[src/rtl/sdram_chk_pkg.sv]
package sdram_chk_pkg;

   typedef enum logic [2:0] {
      CMD_NONE,
      CMD_ACT,
      CMD_RD,
      CMD_WR,
      CMD_PRE,
      CMD_REF,
      CMD_MRS,
      CMD_BST
   } cmd_e;

   localparam int unsigned NUM_VIOL = 8;
   localparam int unsigned V_RCD    = 0;
   localparam int unsigned V_RP     = 1;
   localparam int unsigned V_RAS    = 2;
   localparam int unsigned V_RC     = 3;
   localparam int unsigned V_RRD    = 4;
   localparam int unsigned V_MRD    = 5;
   localparam int unsigned V_STATE  = 6;
   localparam int unsigned V_STARVE = 7;

   function automatic int unsigned max2(int unsigned a, int unsigned b);
      return (a > b) ? a : b;
   endfunction

endpackage

[src/rtl/sdram_elapsed_ctr.sv]
module sdram_elapsed_ctr #(
   parameter  int unsigned MAX_CNT = 9,
   localparam int unsigned W       = $clog2(MAX_CNT + 1)
) (
   input  logic         clk,
   input  logic         rst_n,
   input  logic         clr,
   input  logic         start,
   output logic [W-1:0] count
);

   // Saturated value means "no event seen yet" and satisfies every minimum.
   always_ff @(posedge clk or negedge rst_n) begin
      if (!rst_n) begin
         count <= W'(MAX_CNT);
      end else if (clr) begin
         count <= W'(MAX_CNT);
      end else if (start) begin
         count <= W'(1);
      end else if (count < W'(MAX_CNT)) begin
         count <= count + W'(1);
      end
   end

endmodule

[src/rtl/sdram_bank_tracker.sv]
module sdram_bank_tracker
   import sdram_chk_pkg::*;
#(
   parameter int unsigned T_RCD = 3,
   parameter int unsigned T_RP  = 3,
   parameter int unsigned T_RAS = 6,
   parameter int unsigned T_RC  = 9,
   parameter int unsigned T_MAX = 9,
   localparam int unsigned CW   = $clog2(T_MAX + 1)
) (
   input  logic                clk,
   input  logic                rst_n,
   input  logic                clr,
   input  cmd_e                cmd,
   input  logic                sel,
   input  logic                a10,
   output logic                is_open,
   output logic [NUM_VIOL-1:0] viol
);

   logic          act_hit, rw_hit, pre_hit, close_now;
   logic [CW-1:0] since_act, since_close;

   assign act_hit   = (cmd == CMD_ACT) && sel;
   assign rw_hit    = ((cmd == CMD_RD) || (cmd == CMD_WR)) && sel;
   assign pre_hit   = (cmd == CMD_PRE) && (sel || a10);
   assign close_now = is_open && (pre_hit || (rw_hit && a10));

   sdram_elapsed_ctr #(.MAX_CNT(T_MAX)) u_act_ctr (
      .clk   (clk),
      .rst_n (rst_n),
      .clr   (clr),
      .start (act_hit),
      .count (since_act)
   );

   sdram_elapsed_ctr #(.MAX_CNT(T_MAX)) u_close_ctr (
      .clk   (clk),
      .rst_n (rst_n),
      .clr   (clr),
      .start (close_now),
      .count (since_close)
   );

   always_comb begin
      viol          = '0;
      viol[V_RCD]   = rw_hit && is_open && (since_act < CW'(T_RCD));
      viol[V_RP]    = act_hit && (since_close < CW'(T_RP));
      viol[V_RAS]   = pre_hit && is_open && (since_act < CW'(T_RAS));
      viol[V_RC]    = act_hit && (since_act < CW'(T_RC));
      viol[V_STATE] = (rw_hit && !is_open) || (act_hit && is_open);
   end

   always_ff @(posedge clk or negedge rst_n) begin
      if (!rst_n) begin
         is_open <= 1'b0;
      end else if (clr) begin
         is_open <= 1'b0;
      end else if (act_hit) begin
         is_open <= 1'b1;
      end else if (close_now) begin
         is_open <= 1'b0;
      end
   end

   assert_open_after_act_R8: assert property (@(posedge clk) disable iff (!rst_n)
      (act_hit && !clr) |=> is_open);

   assert_close_all_R9: assert property (@(posedge clk) disable iff (!rst_n)
      ((cmd == CMD_PRE) && a10 && !clr) |=> !is_open);

endmodule

[config.mk]
export PLATFORM = sky130hd
export DESIGN_NAME = sdram_bank_tracker
export DESIGN_NICKNAME = d
export VERILOG_FILES = /design/src/rtl/sdram_chk_pkg.sv /design/src/rtl/sdram_elapsed_ctr.sv /design/src/rtl/sdram_bank_tracker.sv
export SDC_FILE = /design/constraint.sdc
export NUM_CORES = 1
export LEC_CHECK = 0
export ABC_AREA = 0
export BUFFER_PORTS_ARGS = -buffer_cell sky130_fd_sc_hd__buf_2
export CORE_UTILIZATION = 40
export DETAILED_ROUTE_END_ITERATION = 8
export HOLD_SLACK_MARGIN = 0.06
export PLACE_DENSITY_LB_ADDON = 0.3
export SYNTH_ARGS = -nofsm -noshare
export SYNTH_HDL_FRONTEND = slang
export SYNTH_SLANG_ARGS = --single-unit
[constraint.sdc]
create_clock -name clk -period 4 [get_ports clk]
set_input_delay 0.2 -clock clk [delete_from_list [all_inputs] [get_ports clk]]
set_output_delay 0.2 -clock clk [all_outputs]
set_load 0.01 [all_outputs]
# After elaboration in Yosys (flattened, before gate mapping)
# Index checks and enable logic that the tools add are counted.
[totals] reg_bits=9 in_bits=8 output_inout_bits=9 wordCells=44
[op_classes] n_addsub=2 magnitude_cmp=5 n_eq_ne=4 n_mux=9 n_reduce_logical=21
[ops] operator="4-bit 2-to-1 mux" count=6
[ops] operator="1-bit logical AND" count=13
[ops] operator="3-bit nonzero test" count=3
[ops] operator="4-bit by 1-bit adder with 4-bit output (second input constant)" count=2
[ops] operator="4-bit by 2-bit less-than comparator with 1-bit output (second input constant)" count=2
[ops] operator="4-bit less-than comparator (second input constant)" count=2
[ops] operator="3-bit by 2-bit == test with 1-bit output (second input constant)" count=2
[ops] operator="1-bit logical OR" count=4
[ops] operator="4-bit by 3-bit less-than comparator with 1-bit output (second input constant)" count=1
[ops] operator="3-bit by 1-bit == test with 1-bit output (second input constant)" count=1
[ops] operator="3-bit == test (second input constant)" count=1
[ops] operator="1-bit 2-to-1 mux" count=3
[ops] operator="1-bit zero test" count=1

# Longest topological paths before layout
# Gate-level depths: netlist (run 1).
[logic_depth] word_depth=9 ltp_mapped=5 mapped_depth_nobuf=5

# Hierarchy
# A second synthesis (run 1) with hierarchy kept.
[hier_totals] hier_cells=73 area_unflattened_um2=703.2
[by_module_without_submodules] module="sdram_elapsed_ctr" n_inst=2 cells_each=24 area_per_inst_um2=240.2 seq_area_each_um2=102.6
[by_module_without_submodules] module="sdram_bank_tracker" n_inst=1 cells_each=25 area_per_inst_um2=222.7 seq_area_each_um2=25.0

# Least setup slack after synthesis (run 1)
# Ideal clock, no wire load.
[synth_timing] path_type="reg-to-reg" start="register u_close_ctr.count[0]" end="register u_close_ctr.count[0]" setup_ps=82 t_arrival_ps=1474 path_slack_ps=2444 path_stages_with_launch=6 n_path_buf=0 synth_period_minus_slack_ps=1556 cell_sequence="dfstp_2 > inv_1 > ha_1 > nor2b_1 > or3_1 > a211o_1"
[synth_between] elab_chain_cells=4 elab_cells_between_ends=6
[synth_rtl] item="from (decl)" line_no="sdram_elapsed_ctr.sv:9" text="output logic [W-1:0] count"
[synth_rtl] item="from (signal assigned)" line_no="sdram_elapsed_ctr.sv:15" text="count <= W'(MAX_CNT);"
[synth_rtl] item="from (signal assigned)" line_no="sdram_elapsed_ctr.sv:17" text="count <= W'(MAX_CNT);"
[synth_rtl] item="from (signal assigned)" line_no="sdram_elapsed_ctr.sv:21" text="count <= count + W'(1);"
[synth_rtl] item="4-bit by 1-bit adder with 4-bit output" line_no="sdram_elapsed_ctr.sv:21"
[synth_rtl] item="4-bit 2-to-1 mux" line_no="sdram_elapsed_ctr.sv:20" text="end else if (count < W'(MAX_CNT)) begin"
[synth_rtl] item="4-bit 2-to-1 mux" line_no="sdram_elapsed_ctr.sv:18" text="end else if (start) begin"
[synth_rtl] item="4-bit 2-to-1 mux" line_no="sdram_elapsed_ctr.sv:16" text="end else if (clr) begin"
# Parallel ways exist; a longest one is shown, timed or not. The select of a mux whose other input is x is not followed.
# A chain may end at the register's enable or synchronous reset.

# Worst setup path in the final report (run 1)
# Same ends and word-level chain as after synthesis.

==> results of run 1 <==
==> registers in the layout, indices dropped and copies added, names as in the netlist <==
register and count:
is_open 1, u_close_ctr.count 4, u_act_ctr.count 4
==> worst paths after layout <==
check,to,slack (ps),cells past startpoint
min in group asynchronous,u_act_ctr.count[2]$_DFFE_PN0P_,320,2
setup reg to reg,u_close_ctr.count[0]$_DFFE_PN1P_,2360,5
setup / recovery,u_close_ctr.count[0]$_DFFE_PN1P_,2360,5
hold / removal,is_open$_DFFE_PN0P_,200,2
max in group asynchronous,u_close_ctr.count[0]$_DFFE_PN1P_,3440,2
hold reg to reg,u_act_ctr.count[1]$_DFFE_PN0P_,590,2
==> power by group through the flow <==
stage	clock network [mW]	logic, mW	registers [mW]
floorplan	0	0.0365	0.107
global placement	0	0.0475	0.110
detailed placement	0	0.0491	0.109
CTS	0.0733	0.0504	0.108
global route	0.0779	0.0571	0.109
finish	0.0705	0.0498	0.108
==> cell type report <==
| cell class | count | area share, % |
|---|---|---|
| clock buffers | 4 | 3.44 |
| well taps | 16 | 2.62 |
| flip-flops and latches | 9 | 30.2 |
| multi-input cells | 56 | 49.0 |
| repair buffers | 14 | 9.84 |
| inverters | 10 | 4.92 |
==> logic make-up (layout without fill, tap and decap cells) <==
family | after synthesis | in the layout | share of synthesized area [%]
and+or+nand+nor | 25 | 25 | 22.3
adders and majority gates | 4 | 4 | 7.58
buffers and inverters | 14 | 28 | 9.66
other | 1 | 3 | 0.568
AOI/OAI and AO/OA | 24 | 24 | 25.0
DFF | 9 | 9 | 34.8
==> layer usage <==
layer	part of all wire [%]	GRT usage (%)	wire [um]	up-vias
met4	0	1.88	0	0
met2	50	27.9	676	10
met3	4.1	6.47	55	0
met5	0	0	0	-
li1	-	-	-	305
met1	46	20.6	621	288
==> layout by cell type, fill, tap and decap left out, types with 2 or more instances in the layout <==
master                     instances
sky130_fd_sc_hd__buf_2            13
sky130_fd_sc_hd__inv_1            10
sky130_fd_sc_hd__o21ai_0           6
sky130_fd_sc_hd__dfrtp_1           5
sky130_fd_sc_hd__nand2b_1          4
sky130_fd_sc_hd__or3_1             4
sky130_fd_sc_hd__a21oi_1           4
sky130_fd_sc_hd__ha_1              4
sky130_fd_sc_hd__dfstp_2           4
sky130_fd_sc_hd__nand2_1           3
sky130_fd_sc_hd__nor4_1            3
sky130_fd_sc_hd__nand3_1           3
sky130_fd_sc_hd__a211oi_1          3
sky130_fd_sc_hd__conb_1            3
sky130_fd_sc_hd__clkbuf_4          3
sky130_fd_sc_hd__nor2_1            2
sky130_fd_sc_hd__nor2b_1           2
sky130_fd_sc_hd__a21o_1            2
sky130_fd_sc_hd__a31oi_1           2
sky130_fd_sc_hd__o21bai_1          2
sky130_fd_sc_hd__a211o_1           2
==> qor.log, run 1 <==
qor: status.outcome completed
qor: power.p_clk_share 30.9%
qor: clocking.tritoncts_clock_tree built
qor: logic_synthesis.synth_warnings 0
qor: logic_synthesis.syn-instance-count 77
qor: clocking.holdBufCountCts 1
qor: global_route.global_route.usage.total 16.6%
qor: detailed_routing.wl 1350 um
qor: die.placementRows 14
qor: place.post-place-cells 104
qor: global_route.gr-total-overflow 0
qor: setup_path.worst-setup-path-type flip-flop to flip-flop
qor: die.die-area 1820 sq um
qor: power.power_switching 67.6 uW
qor: final_layout.multi_input_comb_area 374 sq um
qor: setup_path.critical_path.top_delay_family flip-flops
qor: clocking.insertion_delay 260 ps
qor: place.hpwl 1020 um
qor: power.leak_pwr 0.356 nW
qor: setup_path.crit_path_cell_trace inv_1, ha_1, nor2b_1, or3_1, a211o_1
qor: setup_path.crit_path_max_fo 5
qor: logic_synthesis.yosysMostFrequentCell sky130_fd_sc_hd__inv_1
qor: logic_synthesis.synth_commonest_cells sky130_fd_sc_hd__inv_1, sky130_fd_sc_hd__o21ai_0, sky130_fd_sc_hd__dfrtp_1
qor: timing.hold_violations 0
qor: power.fin_total_pwr 228 uW
qor: final_layout.flow.area_growth_from_synthesis 15.5%
qor: die.dieHeight 42.6 um
qor: power.vdd_ir_drop_max 0.237 mV
qor: place.portBuffers 13
qor: logic_synthesis.asyncSetResetFlopFracSynth 100%
qor: setup_path.critPathBufInv 1
qor: clocking.cts_sinks 9
qor: clocking.cts_post_setup_buffers_inserted 0
qor: global_route.first_global_vias 561
qor: final_layout.drive_above_1_share 22.6%
qor: final_layout.postLayoutCoreUtil 50.1%
qor: detailed_routing.route.antenna.remaining_nets 0
qor: timing.finalHoldWorstSlack 196 ps
qor: timing.final.setup_skew 0.293 ps
qor: timing.period_needed 1640 ps
qor: detailed_routing.dr.pass1.iters 4
qor: timing.clock.fmax 0.608 GHz
qor: timing.finalWorstSetupSlack 2360 ps
qor: clocking.cts_max_path_buffers 2
qor: place.gpl.final_weighted_congestion 0.783
qor: clocking.root_cell_of_the_clock_tree sky130_fd_sc_hd__clkbuf_4
qor: die.placeableCoreArea 1520 sq um
qor: final_layout.layout.filler_cells 156
qor: hold_path.min-delay-start clr
qor: power.sequentialPowerShare 47.3%
qor: global_route.grt_pass1_wl 2260 um
qor: setup_path.critical_path.startpoint_type flip-flop
qor: logic_synthesis.synth_enable_flop_cells 0
qor: final_layout.antenna_cells 0
qor: logic_synthesis.synth_top_area_share 18.9%
qor: logic_synthesis.synth.top_cells.by_area sky130_fd_sc_hd__dfrtp_1, sky130_fd_sc_hd__dfstp_2, sky130_fd_sc_hd__ha_1
qor: die.start_util 43.3%
qor: timing.unrepaired_setup_endpoints_after_global_routing false
qor: setup_path.crit_arrival 1830 ps
qor: detailed_routing.drtIter0Drc 10
qor: logic_synthesis.synth_flop_cell sky130_fd_sc_hd__dfrtp_1
qor: setup_path.timing.critical_path.to_type flip-flop
qor: detailed_routing.detailroute.via_count 603
qor: final_layout.layout.cells.non_filler 109
qor: logic_synthesis.synth_area_per_cell 8.58 sq um
qor: logic_synthesis.synthesis.area 661 sq um
qor: timing.setup-tns-final 0 ps
qor: setup_path.crit_start u_close_ctr.count[0]$_DFFE_PN1P_
qor: run.cap_viol_max_count 0
qor: power.power.share.combinational 21.8%
qor: timing.min_period_over_period 41.1%
qor: logic_synthesis.post_synth_num_cell_types 28
qor: clocking.cts_inserted_buffers 3
qor: setup_path.maximum_single_stage_delay_on_the_critical_path 560 ps
qor: setup_path.worst-endpoint-required 4190 ps
qor: power.cell_internal_pwr 161 uW
qor: final_layout.postLayoutCellArea 763 sq um
qor: detailed_routing.post_detailed_route_via_to_cell_ratio 5.53
qor: setup_path.rr_startpoint u_close_ctr.count[0]$_DFFE_PN1P_
qor: power.power_density_cells 299 nW/um^2
qor: clocking.ctsResizeCount 0
qor: global_route.grt_max_degree 10
qor: power.switching_share 29.6%
qor: logic_synthesis.synth_top_area_cell sky130_fd_sc_hd__dfrtp_1
qor: die.floorplan.io_pins 17
qor: place.post_dp_cell_area 727 sq um
qor: clocking.clk_transition_reported_paths 60 ps
qor: detailed_routing.drcViolationCount 0
qor: timing.setup_viol_count_final 0
qor: place.placement.setup.worst_slack 2370 ps
qor: logic_synthesis.yosys_register_bits 9
qor: clocking.cts-htree-levels 1
qor: final_layout.seqCellArea 230 sq um
qor: global_route.antenna_found_initial 0
qor: timing.timing.final.max_slew_violations 0
qor: final_layout.layout.nets 106
qor: logic_synthesis.sequential_element_share_of_the_synthesized_area 34.8%
qor: die.floorplan.die.width 42.6 um
qor: detailed_routing.wire_per_inst 12.4 um
qor: hold_path.hold_path.class input pin to flip-flop
qor: setup_path.critPathSlowestCell sky130_fd_sc_hd__dfstp_2
Power figures use the tool's default switching activity.
==> inputs of run 2 (changes only) <==
clock period = 1.4 ns   (was 4 ns; I/O delays follow)
==> run 2 against run 1 <==
Effect of this change: the flow now finishes with violations (negative setup slack); first-iteration DRC count up 30%; sequential share of layout area shrank 4.5 points; setup slack got worse by 2400 ps; routed wire length grew 13%; utilization increased by 9.1 points; cell area up 18%; critical path type unchanged; largest cell class unchanged; largest power group unchanged.
==> qor.log, run 2 (same netlist as run 1, synthesis figures left out) <==
qor: die.placementRows 14 [unchanged]
qor: power.fin_total_pwr 726 uW [+220%]
qor: die.die-area 1820 sq um [unchanged]
qor: final_layout.flow.area_growth_from_synthesis 36.6%
qor: power.switching_share 30.6% [+1.0 points]
qor: global_route.antenna_found_initial 0 [unchanged]
qor: timing.setup_viol_count_final 3 [+3]
qor: power.vdd_ir_drop_max 0.545 mV [+130%]
qor: setup_path.worst-endpoint-required 1590 ps [-2600 ps]
qor: detailed_routing.detailroute.via_count 646 [+7.1%]
qor: detailed_routing.drcViolationCount 0 [unchanged]
qor: global_route.first_global_vias 612 [+9.1%]
qor: clocking.cts-htree-levels 1 [unchanged]
qor: setup_path.crit_path_max_fo 4 [-1]
qor: die.floorplan.die.width 42.6 um [unchanged]
qor: clocking.cts_inserted_buffers 3 [unchanged]
qor: clocking.cts_max_path_buffers 2 [unchanged]
qor: detailed_routing.post_detailed_route_via_to_cell_ratio 5.57 [+0.67%]
qor: final_layout.largest_registers u_act_ctr.count: 4 flops, u_close_ctr.count: 4 flops, is_open: 1 flops
qor: power.cell_internal_pwr 503 uW [+210%]
qor: clocking.clk_transition_reported_paths 60 ps [about the same]
qor: timing.timing.final.max_slew_violations 0 [unchanged]
qor: global_route.gr-total-overflow 0 [unchanged]
qor: run.cap_viol_max_count 0 [unchanged]
qor: global_route.global_route.usage.total 19.3% [+2.7 points]
qor: clocking.insertion_delay 260 ps [about the same]
qor: setup_path.critical_path.startpoint_type flip-flop
qor: place.gpl.final_weighted_congestion 0.790 [+0.95%]
qor: timing.unrepaired_setup_endpoints_after_global_routing true
qor: timing.finalHoldWorstSlack 152 ps [-44.5 ps]
qor: global_route.grt_max_degree 10 [unchanged]
qor: global_route.grt_pass1_wl 2600 um [+15%]
qor: detailed_routing.wl 1530 um [+13%]
qor: power.power_switching 222 uW [+230%]
qor: timing.clock.fmax 0.677 GHz [+11%]
qor: timing.hold_violations 0 [unchanged]
qor: final_layout.antenna_cells 0 [unchanged]
qor: clocking.tritoncts_clock_tree built
qor: detailed_routing.route.antenna.remaining_nets 0 [unchanged]
qor: power.power_density_cells 804 nW/um^2 [+170%]
qor: global_route.globalRouteMet1Util 24.0% [+3.4 points]
qor: setup_path.critPathSlowestCell sky130_fd_sc_hd__dfstp_2
qor: power.p_clk_share 27.4% [-3.5 points]
qor: power.power.share.combinational 30.1% [+8.3 points]
qor: setup_path.timing.critical_path.to_type flip-flop
qor: final_layout.final_common_cell sky130_fd_sc_hd__buf_2
qor: power.leak_pwr 0.389 nW [+9.2%]
qor: global_route.grt_busiest_layer met2
qor: final_layout.drive_above_1_share 43.0% [+20 points]
qor: timing.setup-tns-final -116 ps [-116 ps]
qor: detailed_routing.drtIter0Drc 13 [+3]
qor: timing.finalWorstSetupSlack -78.2 ps [-2430 ps]
qor: global_route.use_met2 29.7% [+1.8 points]
qor: place.hpwl 1050 um [+3.6%]
qor: detailed_routing.wire_per_inst 13.2 um [+6.1%]
qor: final_layout.postLayoutCoreUtil 59.2% [+9.1 points]
qor: clocking.root_cell_of_the_clock_tree sky130_fd_sc_hd__clkbuf_4
qor: detailed_routing.dr.pass1.iters 4 [unchanged]
qor: timing.final.setup_skew 1.49 ps [+1.20 ps]
qor: die.dieHeight 42.6 um [unchanged]
qor: timing.min_period_over_period 106% [+64 points]
qor: final_layout.layout.nets 113 [+6.6%]
qor: setup_path.maximum_single_stage_delay_on_the_critical_path 530 ps [-30 ps]
qor: power.sequentialPowerShare 42.6% [-4.7 points]
qor: timing.period_needed 1480 ps [-166 ps]
qor: die.start_util 43.3% [unchanged]
qor: clocking.cts_sinks 9 [unchanged]
qor: status.violations negative setup slack
qor: final_layout.layout.cells.most_common_list sky130_fd_sc_hd__buf_2, sky130_fd_sc_hd__inv_1, sky130_fd_sc_hd__o21ai_0, sky130_fd_sc_hd__buf_4
qor: global_route.grt_util_met3 7.76% [+1.3 points]
qor: setup_path.worst-setup-path-type flip-flop to flip-flop
qor: place.portBuffers 13 [unchanged]
qor: die.placeableCoreArea 1520 sq um [unchanged]
qor: die.floorplan.io_pins 17 [unchanged]
qor: status.outcome finished, violations left
qor: hold_path.hold_path.class input pin to flip-flop
qor: setup_path.crit_arrival 1670 ps [-160 ps]
qor: setup_path.crit_path_cell_trace inv_2, ha_4, nor2b_4, or3_1, a211o_1
-- run 2: changes by cell type in the layout (fill, tap and decap cells not counted), sizes merged --
cell         before  now
buf              13   19
dlygate4sd3       1    2
-- run 2: worst paths after layout --
kind,depth (start not counted),slack (ps),startpoint,end
max in group asynchronous,2,980,rst_n,u_act_ctr.count[0]$_DFFE_PN1P_
min reg2reg,2,590,u_close_ctr.count[3]$_DFFE_PN1P_,u_close_ctr.count[3]$_DFFE_PN1P_
min,3,150,cmd[0],is_open$_DFFE_PN0P_
min in group asynchronous,2,180,rst_n,u_close_ctr.count[1]$_DFFE_PN0P_
max reg2reg,5,-80,u_close_ctr.count[0]$_DFFE_PN1P_,u_close_ctr.count[0]$_DFFE_PN1P_
max,5,-80,u_close_ctr.count[0]$_DFFE_PN1P_,u_close_ctr.count[0]$_DFFE_PN1P_
-- run 2: final cells by class --
cell class              instances  area, sq um
repair buffers                 21          130
inverters                      10         37.5
clock buffers                   4         26.3
well taps                      16         20.0
multi-input cells              56          457
flip-flops and latches          9          231
fillers                       137          622
-- run 2: through the flow --
step                cell area, sq um  setup WS (ps)  instances
global placement                 744          -56.9        105
detailed placement               744          -81.8        105
CTS                              863          -81.9        115
finish                           902          -78.2        116
floorplan                        678          -69.8         79
global route                     902           -122        116
-- run 2: critical path: cells and delay by family, from the launching register on --
family | cells | cell delay (ps)
AOI/OAI and AO/OA | 1 | 260
adders and majority gates | 1 | 140
buffers and inverters | 1 | 40
DFF | 1 | 530
and+or+nand+nor | 2 | 430
-- run 2: what timing repair did --
action	CTS	global route
gates resized for setup	10	6
setup buffers	4	1
pin swaps	2	1
endpoints found under the setup margin	7	8
endpoints found under the hold margin	12	0
hold buffers	2	0
-- run 2: power groups by stage --
stage | logic (mW) | clock network (mW) | registers, mW
6_report | 0.218 | 0.199 | 0.309
5_1_grt | 0.247 | 0.226 | 0.311
4_1_cts | 0.200 | 0.209 | 0.308
3_5_place_dp | 0.153 | 0 | 0.312
3_3_place_gp | 0.147 | 0 | 0.313
2_1_floorplan | 0.109 | 0 | 0.307
-- run 2: layer usage --
layer  vias to the layer above  part of all wire, %
met4                         0                  2.0
met5                         -                    0
met2                        19                   47
met1                       305                   47
li1                        318                    -
met3                         4                  4.6
